### src/rtl/tlb_pkg.sv
package tlb_pkg;

  localparam int SHIFT_W = 6;
  localparam logic GRAN_4K  = 1'b0;
  localparam logic GRAN_16K = 1'b1;

  typedef struct packed {
    logic               legal;
    logic [SHIFT_W-1:0] shift;
  } size_sel_t;

  // log2 of the mapped region for a leaf descriptor; widen applies the run factor
  function automatic size_sel_t pick_size(input logic gran, input logic [1:0] level,
                                          input logic widen);
    size_sel_t r;
    r.legal = 1'b1;
    r.shift = '0;
    if (gran == GRAN_4K) begin
      case (level)
        2'd3:    r.shift = 6'd12;
        2'd2:    r.shift = 6'd21;
        2'd1:    r.shift = 6'd30;
        default: r.legal = 1'b0;
      endcase
      if (widen) r.shift = r.shift + 6'd4;
    end else begin
      case (level)
        2'd3:    r.shift = 6'd14;
        2'd2:    r.shift = 6'd25;
        default: r.legal = 1'b0;
      endcase
      if (widen) r.shift = r.shift + 6'd5;
    end
    return r;
  endfunction

endpackage

### src/rtl/tlb_fill_decode.sv
module tlb_fill_decode
  import tlb_pkg::*;
#(
  parameter int VA_W    = 48,
  parameter int PA_W    = 40,
  parameter bit HINT_EN = 1'b1
) (
  input  logic            gran,
  input  logic [1:0]      level,
  input  logic            contig,
  input  logic [VA_W-1:0] va,
  input  logic [PA_W-1:0] pa,
  output logic            legal,
  output logic [VA_W-1:0] mask,
  output logic [VA_W-1:0] tag,
  output logic [PA_W-1:0] pfn
);

  size_sel_t sel;
  logic      widen;

  always_comb begin
    widen = contig & HINT_EN;
    sel   = pick_size(gran, level, widen);
    legal = sel.legal;
    mask  = (VA_W'(1) << sel.shift) - VA_W'(1);
    tag   = va & ~mask;
    pfn   = pa & ~mask[PA_W-1:0];
  end

endmodule

### src/rtl/tlb_entry_array.sv
module tlb_entry_array #(
  parameter  int ENTRIES = 8,
  parameter  int VA_W    = 48,
  parameter  int PA_W    = 40,
  parameter  int PERM_W  = 4,
  localparam int IDX_W   = (ENTRIES > 1) ? $clog2(ENTRIES) : 1
) (
  input  logic                           clk,
  input  logic                           rst,
  input  logic                           flush,
  input  logic                           wr_en,
  input  logic [IDX_W-1:0]               wr_idx,
  input  logic [VA_W-1:0]                wr_tag,
  input  logic [VA_W-1:0]                wr_mask,
  input  logic [PA_W-1:0]                wr_pfn,
  input  logic [PERM_W-1:0]              wr_perm,
  input  logic [VA_W-1:0]                lk_va,
  output logic [ENTRIES-1:0]             lk_match,
  output logic [ENTRIES-1:0]             same_match,
  output logic [ENTRIES-1:0][PA_W-1:0]   ent_pfn,
  output logic [ENTRIES-1:0][PA_W-1:0]   ent_off,
  output logic [ENTRIES-1:0][PERM_W-1:0] ent_perm
);

  logic [ENTRIES-1:0]             valid_q;
  logic [ENTRIES-1:0][VA_W-1:0]   tag_q;
  logic [ENTRIES-1:0][VA_W-1:0]   mask_q;
  logic [ENTRIES-1:0][PA_W-1:0]   pfn_q;
  logic [ENTRIES-1:0][PERM_W-1:0] perm_q;

  always_ff @(posedge clk) begin
    if (rst)        valid_q <= '0;
    else if (flush) valid_q <= '0;
    else if (wr_en) valid_q[wr_idx] <= 1'b1;
  end

  // payload has no reset: it is only observed behind a valid bit
  always_ff @(posedge clk) begin
    if (wr_en) begin
      tag_q[wr_idx]  <= wr_tag;
      mask_q[wr_idx] <= wr_mask;
      pfn_q[wr_idx]  <= wr_pfn;
      perm_q[wr_idx] <= wr_perm;
    end
  end

  generate
    for (genvar i = 0; i < ENTRIES; i++) begin : g_slot
      assign lk_match[i]   = valid_q[i] && ((lk_va & ~mask_q[i]) == tag_q[i]);
      assign same_match[i] = valid_q[i] && (mask_q[i] == wr_mask) && (tag_q[i] == wr_tag);
      assign ent_pfn[i]    = pfn_q[i];
      assign ent_off[i]    = mask_q[i][PA_W-1:0];
      assign ent_perm[i]   = perm_q[i];
    end
  endgenerate

endmodule

### src/rtl/tlb_hit_select.sv
module tlb_hit_select #(
  parameter  int N     = 8,
  localparam int IDX_W = (N > 1) ? $clog2(N) : 1
) (
  input  logic [N-1:0]     match,
  output logic             any,
  output logic [IDX_W-1:0] idx
);

  always_comb begin
    idx = '0;
    for (int i = N - 1; i >= 0; i--) begin
      if (match[i]) idx = IDX_W'(i);
    end
  end

  assign any = |match;

endmodule

### src/rtl/tlb_victim_ptr.sv
module tlb_victim_ptr #(
  parameter  int N     = 8,
  localparam int IDX_W = (N > 1) ? $clog2(N) : 1
) (
  input  logic             clk,
  input  logic             rst,
  input  logic             clear,
  input  logic             advance,
  output logic [IDX_W-1:0] ptr
);

  always_ff @(posedge clk) begin
    if (rst || clear) ptr <= '0;
    else if (advance) ptr <= (ptr == IDX_W'(N - 1)) ? '0 : ptr + 1'b1;
  end

endmodule

### src/rtl/tlb_unified.sv
module tlb_unified
  import tlb_pkg::*;
#(
  parameter  int VA_W    = 48,
  parameter  int PA_W    = 40,
  parameter  int ENTRIES = 8,
  parameter  int PERM_W  = 4,
  parameter  bit HINT_EN = 1'b1,
  localparam int IDX_W   = (ENTRIES > 1) ? $clog2(ENTRIES) : 1
) (
  input  logic              clk,
  input  logic              rst,
  input  logic              flush,
  input  logic              fill_req,
  input  logic [VA_W-1:0]   fill_va,
  input  logic [PA_W-1:0]   fill_pa,
  input  logic [PERM_W-1:0] fill_perm,
  input  logic              fill_gran16k,
  input  logic [1:0]        fill_level,
  input  logic              fill_contig,
  input  logic              lookup_req,
  input  logic [VA_W-1:0]   lookup_va,
  output logic              resp_valid,
  output logic              resp_hit,
  output logic              resp_multi,
  output logic [PA_W-1:0]   resp_pa,
  output logic [PERM_W-1:0] resp_perm
);

  logic                           dec_legal;
  logic [VA_W-1:0]                dec_mask;
  logic [VA_W-1:0]                dec_tag;
  logic [PA_W-1:0]                dec_pfn;
  logic [ENTRIES-1:0]             lk_match;
  logic [ENTRIES-1:0]             same_match;
  logic [ENTRIES-1:0][PA_W-1:0]   ent_pfn;
  logic [ENTRIES-1:0][PA_W-1:0]   ent_off;
  logic [ENTRIES-1:0][PERM_W-1:0] ent_perm;
  logic                           lk_any;
  logic [IDX_W-1:0]               lk_idx;
  logic                           lk_many;
  logic                           same_any;
  logic [IDX_W-1:0]               same_idx;
  logic [IDX_W-1:0]               vic_ptr;
  logic                           fill_go;
  logic [IDX_W-1:0]               wr_idx;

  tlb_fill_decode #(.VA_W(VA_W), .PA_W(PA_W), .HINT_EN(HINT_EN)) u_decode (
    .gran   (fill_gran16k),
    .level  (fill_level),
    .contig (fill_contig),
    .va     (fill_va),
    .pa     (fill_pa),
    .legal  (dec_legal),
    .mask   (dec_mask),
    .tag    (dec_tag),
    .pfn    (dec_pfn)
  );

  assign fill_go = fill_req & dec_legal & ~flush;
  assign wr_idx  = same_any ? same_idx : vic_ptr;

  tlb_entry_array #(.ENTRIES(ENTRIES), .VA_W(VA_W), .PA_W(PA_W), .PERM_W(PERM_W)) u_array (
    .clk        (clk),
    .rst        (rst),
    .flush      (flush),
    .wr_en      (fill_go),
    .wr_idx     (wr_idx),
    .wr_tag     (dec_tag),
    .wr_mask    (dec_mask),
    .wr_pfn     (dec_pfn),
    .wr_perm    (fill_perm),
    .lk_va      (lookup_va),
    .lk_match   (lk_match),
    .same_match (same_match),
    .ent_pfn    (ent_pfn),
    .ent_off    (ent_off),
    .ent_perm   (ent_perm)
  );

  tlb_hit_select #(.N(ENTRIES)) u_lk_sel (
    .match (lk_match),
    .any   (lk_any),
    .idx   (lk_idx)
  );

  tlb_hit_select #(.N(ENTRIES)) u_same_sel (
    .match (same_match),
    .any   (same_any),
    .idx   (same_idx)
  );

  assign lk_many = $countones(lk_match) > 1;

  tlb_victim_ptr #(.N(ENTRIES)) u_victim (
    .clk     (clk),
    .rst     (rst),
    .clear   (flush),
    .advance (fill_go & ~same_any),
    .ptr     (vic_ptr)
  );

  always_ff @(posedge clk) begin
    if (rst) begin
      resp_valid <= 1'b0;
      resp_hit   <= 1'b0;
      resp_multi <= 1'b0;
    end else begin
      resp_valid <= lookup_req;
      resp_hit   <= lookup_req & lk_any;
      resp_multi <= lookup_req & lk_many;
    end
  end

  always_ff @(posedge clk) begin
    resp_pa   <= ent_pfn[lk_idx] | (lookup_va[PA_W-1:0] & ent_off[lk_idx]);
    resp_perm <= ent_perm[lk_idx];
  end

endmodule

### config.mk
export PLATFORM = sky130hd
export DESIGN_NAME = tlb_unified
export DESIGN_NICKNAME = d
export VERILOG_FILES = /design/src/rtl/tlb_pkg.sv /design/src/rtl/tlb_fill_decode.sv /design/src/rtl/tlb_entry_array.sv /design/src/rtl/tlb_hit_select.sv /design/src/rtl/tlb_victim_ptr.sv /design/src/rtl/tlb_unified.sv
export SDC_FILE = /design/constraint.sdc
export NUM_CORES = 2
export LEC_CHECK = 0
export BUFFER_PORTS_ARGS = -buffer_cell sky130_fd_sc_hd__buf_2
export CAP_MARGIN = 20
export CORE_UTILIZATION = 25
export DETAILED_ROUTE_END_ITERATION = 7
export GPL_TIMING_DRIVEN = 0
export PLACE_DENSITY = 0.39
export REMOVE_ABC_BUFFERS = 1
export SYNTH_ARGS = -nofsm -noshare
export SYNTH_HDL_FRONTEND = slang
export SYNTH_HIERARCHICAL = 1
export SYNTH_SLANG_ARGS = --single-unit
### constraint.sdc
create_clock -name clk -period 19.3 [get_ports clk]
set_input_delay 3.86 -clock clk [delete_from_list [all_inputs] [get_ports clk]]
set_output_delay 3.86 -clock clk [all_outputs]
set_load 0.01 [all_outputs]
==> qor.yml <==
worst_setup_path:
  r2r-start: "u_array/ent_off[75]"
  rr_worst_depth: 29
  cp_slowest_stage_delay_ns: 1.09
  r2r_end: "resp_pa[23]"
  worst-endpoint-arrival_ns: 16.85
  critical_path.startpoint: "fill_level[0]"
  timing.critical_path.fanout_max: 23
  rrSetupSlack_ns: 10.42
  crit_type: "primary input to flip-flop"
  crit_required_ns: 19.83
  cp-end-kind: "flip-flop"
  slowest_stage: "nor4_2"
  startpoint_type: "primary input"
synthesis:
  synth_ff_type: "edfxtp_1"
  avgSynthCellArea_um2: 12.4
  postSynthCellCount: 4978
  synth_seq_cells: 1178
  synth_warnings: 6
  synth_cell_types: 101
  synth_edf_count: 1120
  yosysSeqAreaShare: 0.562
  netlist_area_um2: 61900
  async_flop_share: 0
worst_hold_path:
  whs_endpoint: "u_array/valid_q[2]"
  hold_path.class: "flip-flop to flip-flop"
  hp-start: "u_array/valid_q[2]"
  holdPathStages: 1
floorplanning:
  initial_core_util: 0.252
  fp.dieH_um: 499
  ioPinCount: 196
  core-area_um2: 246000
  rows: 182
  die_w_um: 499
  die_area_um2: 249000
cts:
  clock_path_buffers: 3
  clk-insertion-delay-late_ns: 0.86
  post_cts_resize_count: 0
  cts_buffers: 155
  post-cts-setup-buffer-count: 0
  path_clk_slew_ns: 0.06
  clock-sinks: 1178
  htreeDepth: 4
  cts_tree: "yes"
  holdBufCountCts: 0
  cts_root_buf: "clkbuf_16"
global_routing:
  grt_use_total: 0.295
  grt_pass1_wl_um: 473000
  grt_max_degree: 30
  grt_overflow: 0
  grt_pass1_vias: 43300
  antenna_found_initial: 49
placed_design:
  place_hpwl_um: 298000
  dp_cells: 8154
  io_buffer_count: 195
  finalWeightedCongestion: 1.06
layout:
  utilization: 0.298
  layout_commonest_cell: "edfxtp_1"
  drive_above_1_share: 0.171
  regArea_um2: 34800
  synthToLayoutAreaGrowth_pct: 18.6
  fill_cells: 25000
  fin_cells: 8457
  multi_input_area_um2: 23500
  final_nets: 5265
  layout_common_cells: "edfxtp_1, xnor2_1, xor2_1, nor2b_1, inv_1"
route:
  viasPerCell: 5.46
  drc: 0
  drt_wl_total_um: 376000
  first_iter_violations: 7487
  detail_route.wl_per_cell_um: 44.5
  ant_nets: 0
  vias: 46200
  firstDrtPassIters: 8
run_status:
  outcome: "finished clean"
power:
  leakagePower_nw: 23.8
  power_density_nw_per_um2: 107
  ir_drop_v: 0.0000945
sta:
  relSlewSlack: 0.130
  skew_ns: 0.0589
  slew_viol_final: 0
  tns_ns: 0
  period_share: 0.846
  finalCriticalPeriod_ns: 16.32
  rsz0062_at_grt: "false"
  hold_viol: 0
  worst_pin_slew_ns: 1.29
  setup_viol: 0
  fmax_ghz: 0.0613
job:
  maxCapViolCount: 0
metal layers:
layer | track usage | routed length, um
met1 | 0.404 | 162000
met5 | 0 | 96
met2 | 0.426 | 157000
met3 | 0.0648 | 33000
met4 | 0.169 | 25000
worst max-delay path by stage:
stage                                       to
final                     u_array/ent_pfn[273]
after CTS                   u_array/tag_q[311]
after global placement             resp_pa[32]
after global routing      u_array/ent_pfn[272]
after floorplan                     resp_pa[0]
after detailed placement  u_array/ent_pfn[263]
synth_stat cells, drive strengths merged (11+ instances only):
library cell,count,area [um2]
inv,233,875
nand2b,199,1250
nor4,155,1030
a21oi,21,120
mux2i,130,1300
o21a,13,97.6
a22o,17,149
a2111oi,46,409
buf,409,3010
o211ai,45,338
o21ai,69,353
o2bb2ai,31,272
or4,11,86.3
ha,16,200
nand2,121,457
a22oi,12,95.1
a221oi,68,596
mux4,48,1080
nor2,194,738
xnor2,633,5540
o22ai,138,870
and2,39,244
nor2b,246,1540
a211oi,91,706
nor3,125,646
edfxtp,1120,33600
xor2,253,2220
nand4,157,995
clkbuf,93,349
nand3,42,215
dfxtp,58,1160
critical path, delay by kind of cell:
family | cells | cell delay [ns]
adder cells (fa/ha/maj) | 3 | 1.39
buffers and inverters | 9 | 2.44
AND/OR/NAND/NOR | 13 | 6.69
AO/OA/AOI/OAI | 4 | 0.99
multiplexers | 2 | 1.19
XOR/XNOR | 1 | 0.10
sequential cells by signal, summed over array words and instances (netlist names):
register          count
resp_pa              40
u_victim/ptr          3
resp_perm             4
u_array/valid_q       8
resp_valid            1
u_array/ent_off     320
u_array/ent_perm     32
u_array/mask_q       64
u_array/ent_pfn     320
u_array/tag_q       384
resp_multi            1
resp_hit              1
power breakdown:
group	total (mW)	switching, mW	internal [mW]
combinational	1.93	1.41	0.518
clock	2.94	1.24	1.70
sequential	2.98	0.0320	2.95
through the flow:
stage	cell area, um2	setup slack, ns	power, mW	hold WS [ns]
3_3_place_gp	63500	-75.90	4.67	0.476
2_1_floorplan	58500	-33.03	3.67	0.450
5_1_grt	73300	3.17	7.96	0.505
4_1_cts	73300	3.46	7.83	0.497
6_report	73400	2.98	7.85	0.492
3_5_place_dp	68200	2.58	4.88	0.483
area by class of cell:
type | instances | area share
flip-flops and latches | 1178 | 0.474
multi-input cells | 3061 | 0.320
repair buffers | 463 | 0.0697
clock buffers | 195 | 0.0560
well taps | 3220 | 0.0549
clock inverters | 89 | 0.0123
inverters | 237 | 0.0121
diodes | 14 | 0.000478
kinds of logic after synthesis:
kind of cell / after synthesis / synth area share
buffers and inverters: 739 / 0.0687
AOI/OAI and AO/OA: 630 / 0.0764
muxes: 185 / 0.0398
xor gates and xnor gates: 886 / 0.125
DFF: 1178 / 0.562
and+or+nand+nor: 1340 / 0.123
adders and majority gates: 20 / 0.00453
Power figures use the tool's default switching activity.
